$ cat src/rtl/div48_pkg.sv
`timescale 1ns/1ps
package div48_pkg;
    localparam int IN_W    = 13;             // operand width
    localparam int PRE_SH  = 4;              // power-of-two part of 48
    localparam int X_W     = IN_W - PRE_SH;  // width after pre-shift
    localparam int RECIP   = 171;            // reciprocal of 3 scaled by 2^POST_SH
    localparam int POST_SH = 9;
    localparam int R_W     = 8;              // bits needed for RECIP
    localparam int MUL_W   = X_W + R_W;      // product width, never overflows
    localparam int Q_W     = 8;              // quotient width
    localparam int DIVISOR = 48;
    localparam int Q_MAX   = ((1 << IN_W) - 1) / DIVISOR;
    localparam int N_STG   = 3;              // registered adder levels

    // level k: acc_next = (acc << sa) + (operand << sb)
    // 5x -> 85x -> 171x
    function automatic int stg_sa(input int k);
        case (k)
            0:       return 0;
            1:       return 0;
            default: return 1;
        endcase
    endfunction

    function automatic int stg_sb(input int k);
        case (k)
            0:       return 2;
            1:       return 4;
            default: return 0;
        endcase
    endfunction

    // operand is the carried pre-shifted input (1) or the running sum (0)
    function automatic bit stg_use_x(input int k);
        return (k == 0) || (k == N_STG - 1);
    endfunction

    typedef struct packed {
        logic             vld;
        logic [MUL_W-1:0] acc;
        logic [X_W-1:0]   x;
    } stg_t;
endpackage

$ cat src/rtl/d48_prescale.sv
`timescale 1ns/1ps
module d48_prescale
    import div48_pkg::*;
#(
    parameter int SH = PRE_SH
) (
    input  logic [IN_W-1:0]  val_i,
    output logic [X_W-1:0]   x_o,
    output logic [MUL_W-1:0] acc_o
);
    always_comb begin
        x_o   = val_i[IN_W-1:SH];
        acc_o = {{(MUL_W-X_W){1'b0}}, val_i[IN_W-1:SH]};
    end
endmodule

$ cat src/rtl/d48_add_stage.sv
`timescale 1ns/1ps
module d48_add_stage
    import div48_pkg::*;
#(
    parameter int SA    = 0,
    parameter int SB    = 2,
    parameter bit USE_X = 1'b1
) (
    input  logic             clk,
    input  logic             rst,
    input  logic             vld_i,
    input  logic [MUL_W-1:0] acc_i,
    input  logic [X_W-1:0]   x_i,
    output logic             vld_o,
    output logic [MUL_W-1:0] acc_o,
    output logic [X_W-1:0]   x_o
);
    stg_t             st_d, st_q;
    logic [MUL_W-1:0] opnd;

    generate
        if (USE_X) begin : g_opx
            assign opnd = {{(MUL_W-X_W){1'b0}}, x_i};
        end else begin : g_opacc
            assign opnd = acc_i;
        end
    endgenerate

    always_comb begin
        st_d     = st_q;
        st_d.vld = vld_i;
        if (vld_i) begin
            st_d.acc = (acc_i << SA) + (opnd << SB);
            st_d.x   = x_i;
        end
    end

    always_ff @(posedge clk or posedge rst) begin
        if (rst) st_q <= '0;
        else     st_q <= st_d;
    end

    assign vld_o = st_q.vld;
    assign acc_o = st_q.acc;
    assign x_o   = st_q.x;


    acc_ge_x_chk: assert property (@(posedge clk) disable iff (rst)
        st_q.vld |-> (st_q.acc >= {{(MUL_W-X_W){1'b0}}, st_q.x}));


    idle_hold_chk: assert property (@(posedge clk) disable iff (rst)
        !vld_i |=> $stable(st_q.acc) && $stable(st_q.x));
endmodule

$ cat src/rtl/div48_pipe.sv
`timescale 1ns/1ps
module div48_pipe
    import div48_pkg::*;
(
    input  logic            clk,
    input  logic            rst,
    input  logic            in_vld,
    input  logic [IN_W-1:0] in_val,
    output logic            out_vld,
    output logic [Q_W-1:0]  out_quot
);
    logic             vld_w [0:N_STG];
    logic [MUL_W-1:0] acc_w [0:N_STG];
    logic [X_W-1:0]   x_w   [0:N_STG];

    d48_prescale #(.SH(PRE_SH)) u_pre (
        .val_i (in_val),
        .x_o   (x_w[0]),
        .acc_o (acc_w[0])
    );
    assign vld_w[0] = in_vld;

    generate
        for (genvar k = 0; k < N_STG; k++) begin : g_stg
            d48_add_stage #(
                .SA    (stg_sa(k)),
                .SB    (stg_sb(k)),
                .USE_X (stg_use_x(k))
            ) u_stg (
                .clk   (clk),
                .rst   (rst),
                .vld_i (vld_w[k]),
                .acc_i (acc_w[k]),
                .x_i   (x_w[k]),
                .vld_o (vld_w[k+1]),
                .acc_o (acc_w[k+1]),
                .x_o   (x_w[k+1])
            );
        end
    endgenerate

    assign out_vld  = vld_w[N_STG];
    assign out_quot = acc_w[N_STG][POST_SH +: Q_W];

    // cycles since reset, saturating, for the latency check
    logic [1:0] cyc_d, cyc_q;
    always_comb begin
        cyc_d = cyc_q;
        if (cyc_q != 2'd3) cyc_d = cyc_q + 2'd1;
    end
    always_ff @(posedge clk or posedge rst) begin
        if (rst) cyc_q <= '0;
        else     cyc_q <= cyc_d;
    end


    latency_chk: assert property (@(posedge clk) disable iff (rst)
        (cyc_q == 2'd3) |-> (out_vld == $past(in_vld, 3)));


    quot_range_chk: assert property (@(posedge clk) disable iff (rst)
        out_vld |-> (out_quot <= Q_W'(Q_MAX)));
endmodule

$ cat config.mk
export PLATFORM = sky130hd
export DESIGN_NAME = div48_pipe
export DESIGN_NICKNAME = d
export VERILOG_FILES = /design/src/rtl/div48_pkg.sv /design/src/rtl/d48_prescale.sv /design/src/rtl/d48_add_stage.sv /design/src/rtl/div48_pipe.sv
export SDC_FILE = /design/constraint.sdc
export NUM_CORES = 1
export LEC_CHECK = 0
export CORE_ASPECT_RATIO = 0.5
export CORE_MARGIN = 2
export CORE_UTILIZATION = 31
export CTS_CLUSTER_SIZE = 40
export DETAILED_ROUTE_END_ITERATION = 8
export GPL_TIMING_DRIVEN = 0
export HOLD_SLACK_MARGIN = 0.12
export SYNTH_ARGS = -nofsm -noshare
export SYNTH_HDL_FRONTEND = slang
export SYNTH_SLANG_ARGS = --single-unit
$ cat constraint.sdc
create_clock -name clk -period 3.2 [get_ports clk]
set_input_delay 0.64 -clock clk [delete_from_list [all_inputs] [get_ports clk]]
set_output_delay 0.64 -clock clk [all_outputs]
set_load 0.02 [all_outputs]
# Word-level counts from Yosys, hierarchy flattened
# Cells that the tools add are included.
# totals
out_inout_bits	9
reg_bits	66
elab_cells	11
# op_classes
add_sub_neg	3
# op_table
op	count
adder 17 x 9 -> 17 bit	1
adder 12 x 16 -> 16 bit	1
adder 9 x 11 -> 12 bit	1

# Depth between registers and ports, before layout
# depth
word_depth	1
mapped_depth	8
mapped_depth_nobuf	8

# By module
# From an unflattened synthesis, not the netlist that was laid out.
# unflattened
hier_cells	476
hier_area_um2	4936.0
# by_module_without_submodules
mod	area_each_um2	instances	cells_each	seq_area_each_um2
d48_add_stage (g_stg[1].u_stg)	1604.0	1	142	675.6
d48_add_stage (g_stg[0].u_stg)	1572.8	1	157	675.6
d48_add_stage (g_stg[2].u_stg)	1560.2	1	150	650.6
d48_prescale	198.9	1	27	0.0

# Worst setup path before layout
# OpenSTA, ideal clock, no wires.
# synth_timing
path_type	input port to flip-flop
startpoint	input port in_val[4]
endpoint	register g_stg[0].u_stg.st_q (netlist bit g_stg[0].u_stg.acc_o[10])
arrival_ns	1.971
required_time_ns	3.131
stages	8
path_slack_ns	1.160
path_cell_list	ha_1 > inv_1 > fa_1 > nor2b_1 > o31a_1 > o31ai_1 > a211o_1 > nand3_1
# synth_between
elab_chain_cells	1
# synth_rtl
element	line	rtl
start: declaration	div48_pipe.sv:8	input logic [IN_W-1:0] in_val,
adder 9 x 11 -> 12 bit	d48_add_stage.sv:33	st_d.acc = (acc_i << SA) + (opnd << SB);
end signal: assignment	d48_add_stage.sv:40	else st_q <= st_d;
end: declaration	d48_add_stage.sv:18	stg_t st_d, st_q;
# No other way between the ends.
# A chain may end at the register's enable or synchronous reset.

# Worst setup path in the final report
# layout_timing
startpoint	input port in_val[6]
endpoint	register g_stg[0].u_stg.st_q (netlist bit g_stg[0].u_stg.acc_o[10])
# The elaborated chain is that of the path after synthesis.

==> run metrics <==
status=finished, final reports clean; Crit Path Category=in -> reg; Tmin final=2.46 ns; chip width=145 um; Overall Global Routing Usage=12.7%; Placed Cells=448; via count of the first global-routing pass=2039; Die Y=74.4 um; mux contribution to synthesized area=11.3%; Post-Synth Adder-Cell Area=10.3%; clock skew=0.00585 ns; core area=9540 um^2; Clk pin slew, worst setup/hold paths=0.07 ns; RSZ-0062 raised after global routing=false; top cell type's share of synthesized area=43.1%; hold-fix buffer count after cts=0; post-synth cell types=44; vias=2125; CP cell instances=clkdlybuf4s50_1 > ha_1 > inv_1 > fa_1 > nor2b_1 > o31a_1 > o31ai_1 > a211o_1 > nand3_1; share of layout cells above drive strength 1=16.8%; worst IR drop on VDD=280 uV; I/O pins=25; # clock sinks=53; xor-xnor portion of the synthesized cell area=3.70%; NumNets Final=360; Syn Area/Cell=10.5 um^2; starting density of the core=32.2%; largest family of logic cells by synthesized area=compound AO/OA/AOI/OAI gates; sequential fraction of the synthesis area=43.1%; Largest stage delay, worst path=0.52 ns; FP Rows=25; Slew @ Worst Pin=0.585 ns; clk buf depth=2; Synth top cells by count=dfrtp_1, mux2_2, ha_1; Post-synth top flop=dfrtp_1; Netlist Area Pre-Place=3080 um^2; CP Launch Type=primary input; drt wl/cell=13.5 um; Area contributors post-synth=dfrtp_1, mux2_2, ha_1; Antenna Diode Count=0; Maximum Capacitance Violations=0; TritonCTS buffer count=5; filler cell count=954; Seq cells post-synth=53; H-tree Lvls=2; initial antenna violation count=0; Fin Hold WS=0.375 ns; pwr dens=679 nW/um^2; area of the multi-input gates=1590 um^2; synth-to-layout area growth=17.5%; GPL Wtd Cong=0.803; Post-DRT Antenna Nets=0; setup bufs post-CTS=0; most frequent cell after synthesis=dfrtp_1; number of buffers inserted by port buffering=20; Leak=0.00151 uW; EDFF count, synth=0; drt first pass iters=4; gr ovfl total=0; Worst setup EP type=register; final hold vios=0; cts repair resizes=0; setup TNS=0 ns; Gate Count Post-Synth=292; Final Max Slew Viols=0; CP max-delay cell=clkdlybuf4s50_1; largest net degree at the start of global routing=34; Total Wirelength=6140 um; DP Wirelength=4810 um; first-pass GRT wire length=10500 um; Post-Synth Simple-Gate Area=9.72%; drt initial violations=160; vias per std cell=4.66; Synthesis Warnings=0; Synth area leader=dfrtp_1; Synth Area in Compound Gates=16.8%; Storage cell area=1330 um^2; period utilization=77.0%; Achievable Freq=406 MHz; Residual DRC=0; Arr. time, crit path=2.69 ns; Util after Layout=37.9%; Clock Latency Late Sink=0.29 ns; root buf cell=clkbuf_16; CTS tree=built; crit path max fanout=3; Die ar.=10800 um^2; syn_nets=332; ys async rst share=100%; worst path required time=3.43 ns; final non-filler cell total=456; Hold WC Path Type=reg -> reg; Rel. slew slack=61.0%; setup violators final=0
[metrics by stage]
step                      power [uW]  setup WS [ns]  area, um^2
after floorplan                 1660           1.16        3080
after global placement          1920          0.218        3440
after detailed placement        1930          0.445        3460
after CTS                       2480          0.742        3610
after global routing            2650          0.599        3610
final                           2460          0.736        3610
[path summary, 6_finish.rpt]
path                                          from                       end  slack (ns)  cells past startpoint
max                                      in_val[6]  g_stg[0].u_stg.acc_o[10]        0.74                      9
min                           g_stg[1].u_stg.vld_o      g_stg[2].u_stg.vld_o        0.37                      0
max reg2reg                g_stg[0].u_stg.acc_o[0]  g_stg[1].u_stg.acc_o[12]        1.16                      8
min reg2reg                   g_stg[1].u_stg.vld_o      g_stg[2].u_stg.vld_o        0.37                      0
max in group asynchronous                      rst   g_stg[0].u_stg.acc_o[5]        2.00                      3
min in group asynchronous                      rst  g_stg[2].u_stg.acc_o[16]        0.68                      2
[final cells by class]
| cell class | count | area share [%] |
|---|---|---|
| multi-input combinational | 205 | 44.0 |
| sequential | 53 | 36.7 |
| timing repair buffer | 21 | 6.09 |
| tap | 135 | 4.67 |
| clock buffer | 5 | 3.46 |
| buffer | 18 | 2.70 |
| inverter | 16 | 1.66 |
| clock inverter | 3 | 0.692 |
[placed cells by master (no fill, tap or decap), types with 6 or more instances in the layout]
master,count
nand2_1,16
a31oi_1,7
clkbuf_1,9
inv_1,15
nor2_1,17
o21ai_0,13
dfrtp_1,53
o21a_1,6
nand3_1,10
ha_1,22
buf_4,8
mux2_2,30
clkdlybuf4s50_1,20
xnor2_1,10
a21oi_1,15
[routing by layer]
metal,track usage (%),vias up,share of wire (%)
li1,-,1104,-
met1,18.4,980,55
met3,3.61,4,3.4
met2,18.9,37,41
met5,0,-,0
met4,3.13,0,0.81
[cells by family after synthesis]
family | count (synthesis)
adders and majority gates | 24
buffers and inverters | 34
DFF | 53
muxes | 31
xor gates and xnor gates | 13
and+or+nand+nor | 62
AOI/OAI and AO/OA | 75
[state kept, by name, indices dropped and copies added (netlist names)]
register,cells
g_stg.u_stg.acc_o,36
g_stg.u_stg.vld_o,3
g_stg.u_stg.x_o,14
[critical path: cells and delay by family]
family / cells / cell delay [ns]
buffers and inverters: 2 / 0.58
AOI/OAI and AO/OA: 3 / 0.63
adders and majority gates: 2 / 0.60
and+or+nand+nor: 2 / 0.22
[report_power, final]
group	switching (uW)	internal, uW	total (uW)
logic	464	478	942
clock network	246	294	540
registers	146	827	973
Power figures use the tool's default switching activity.
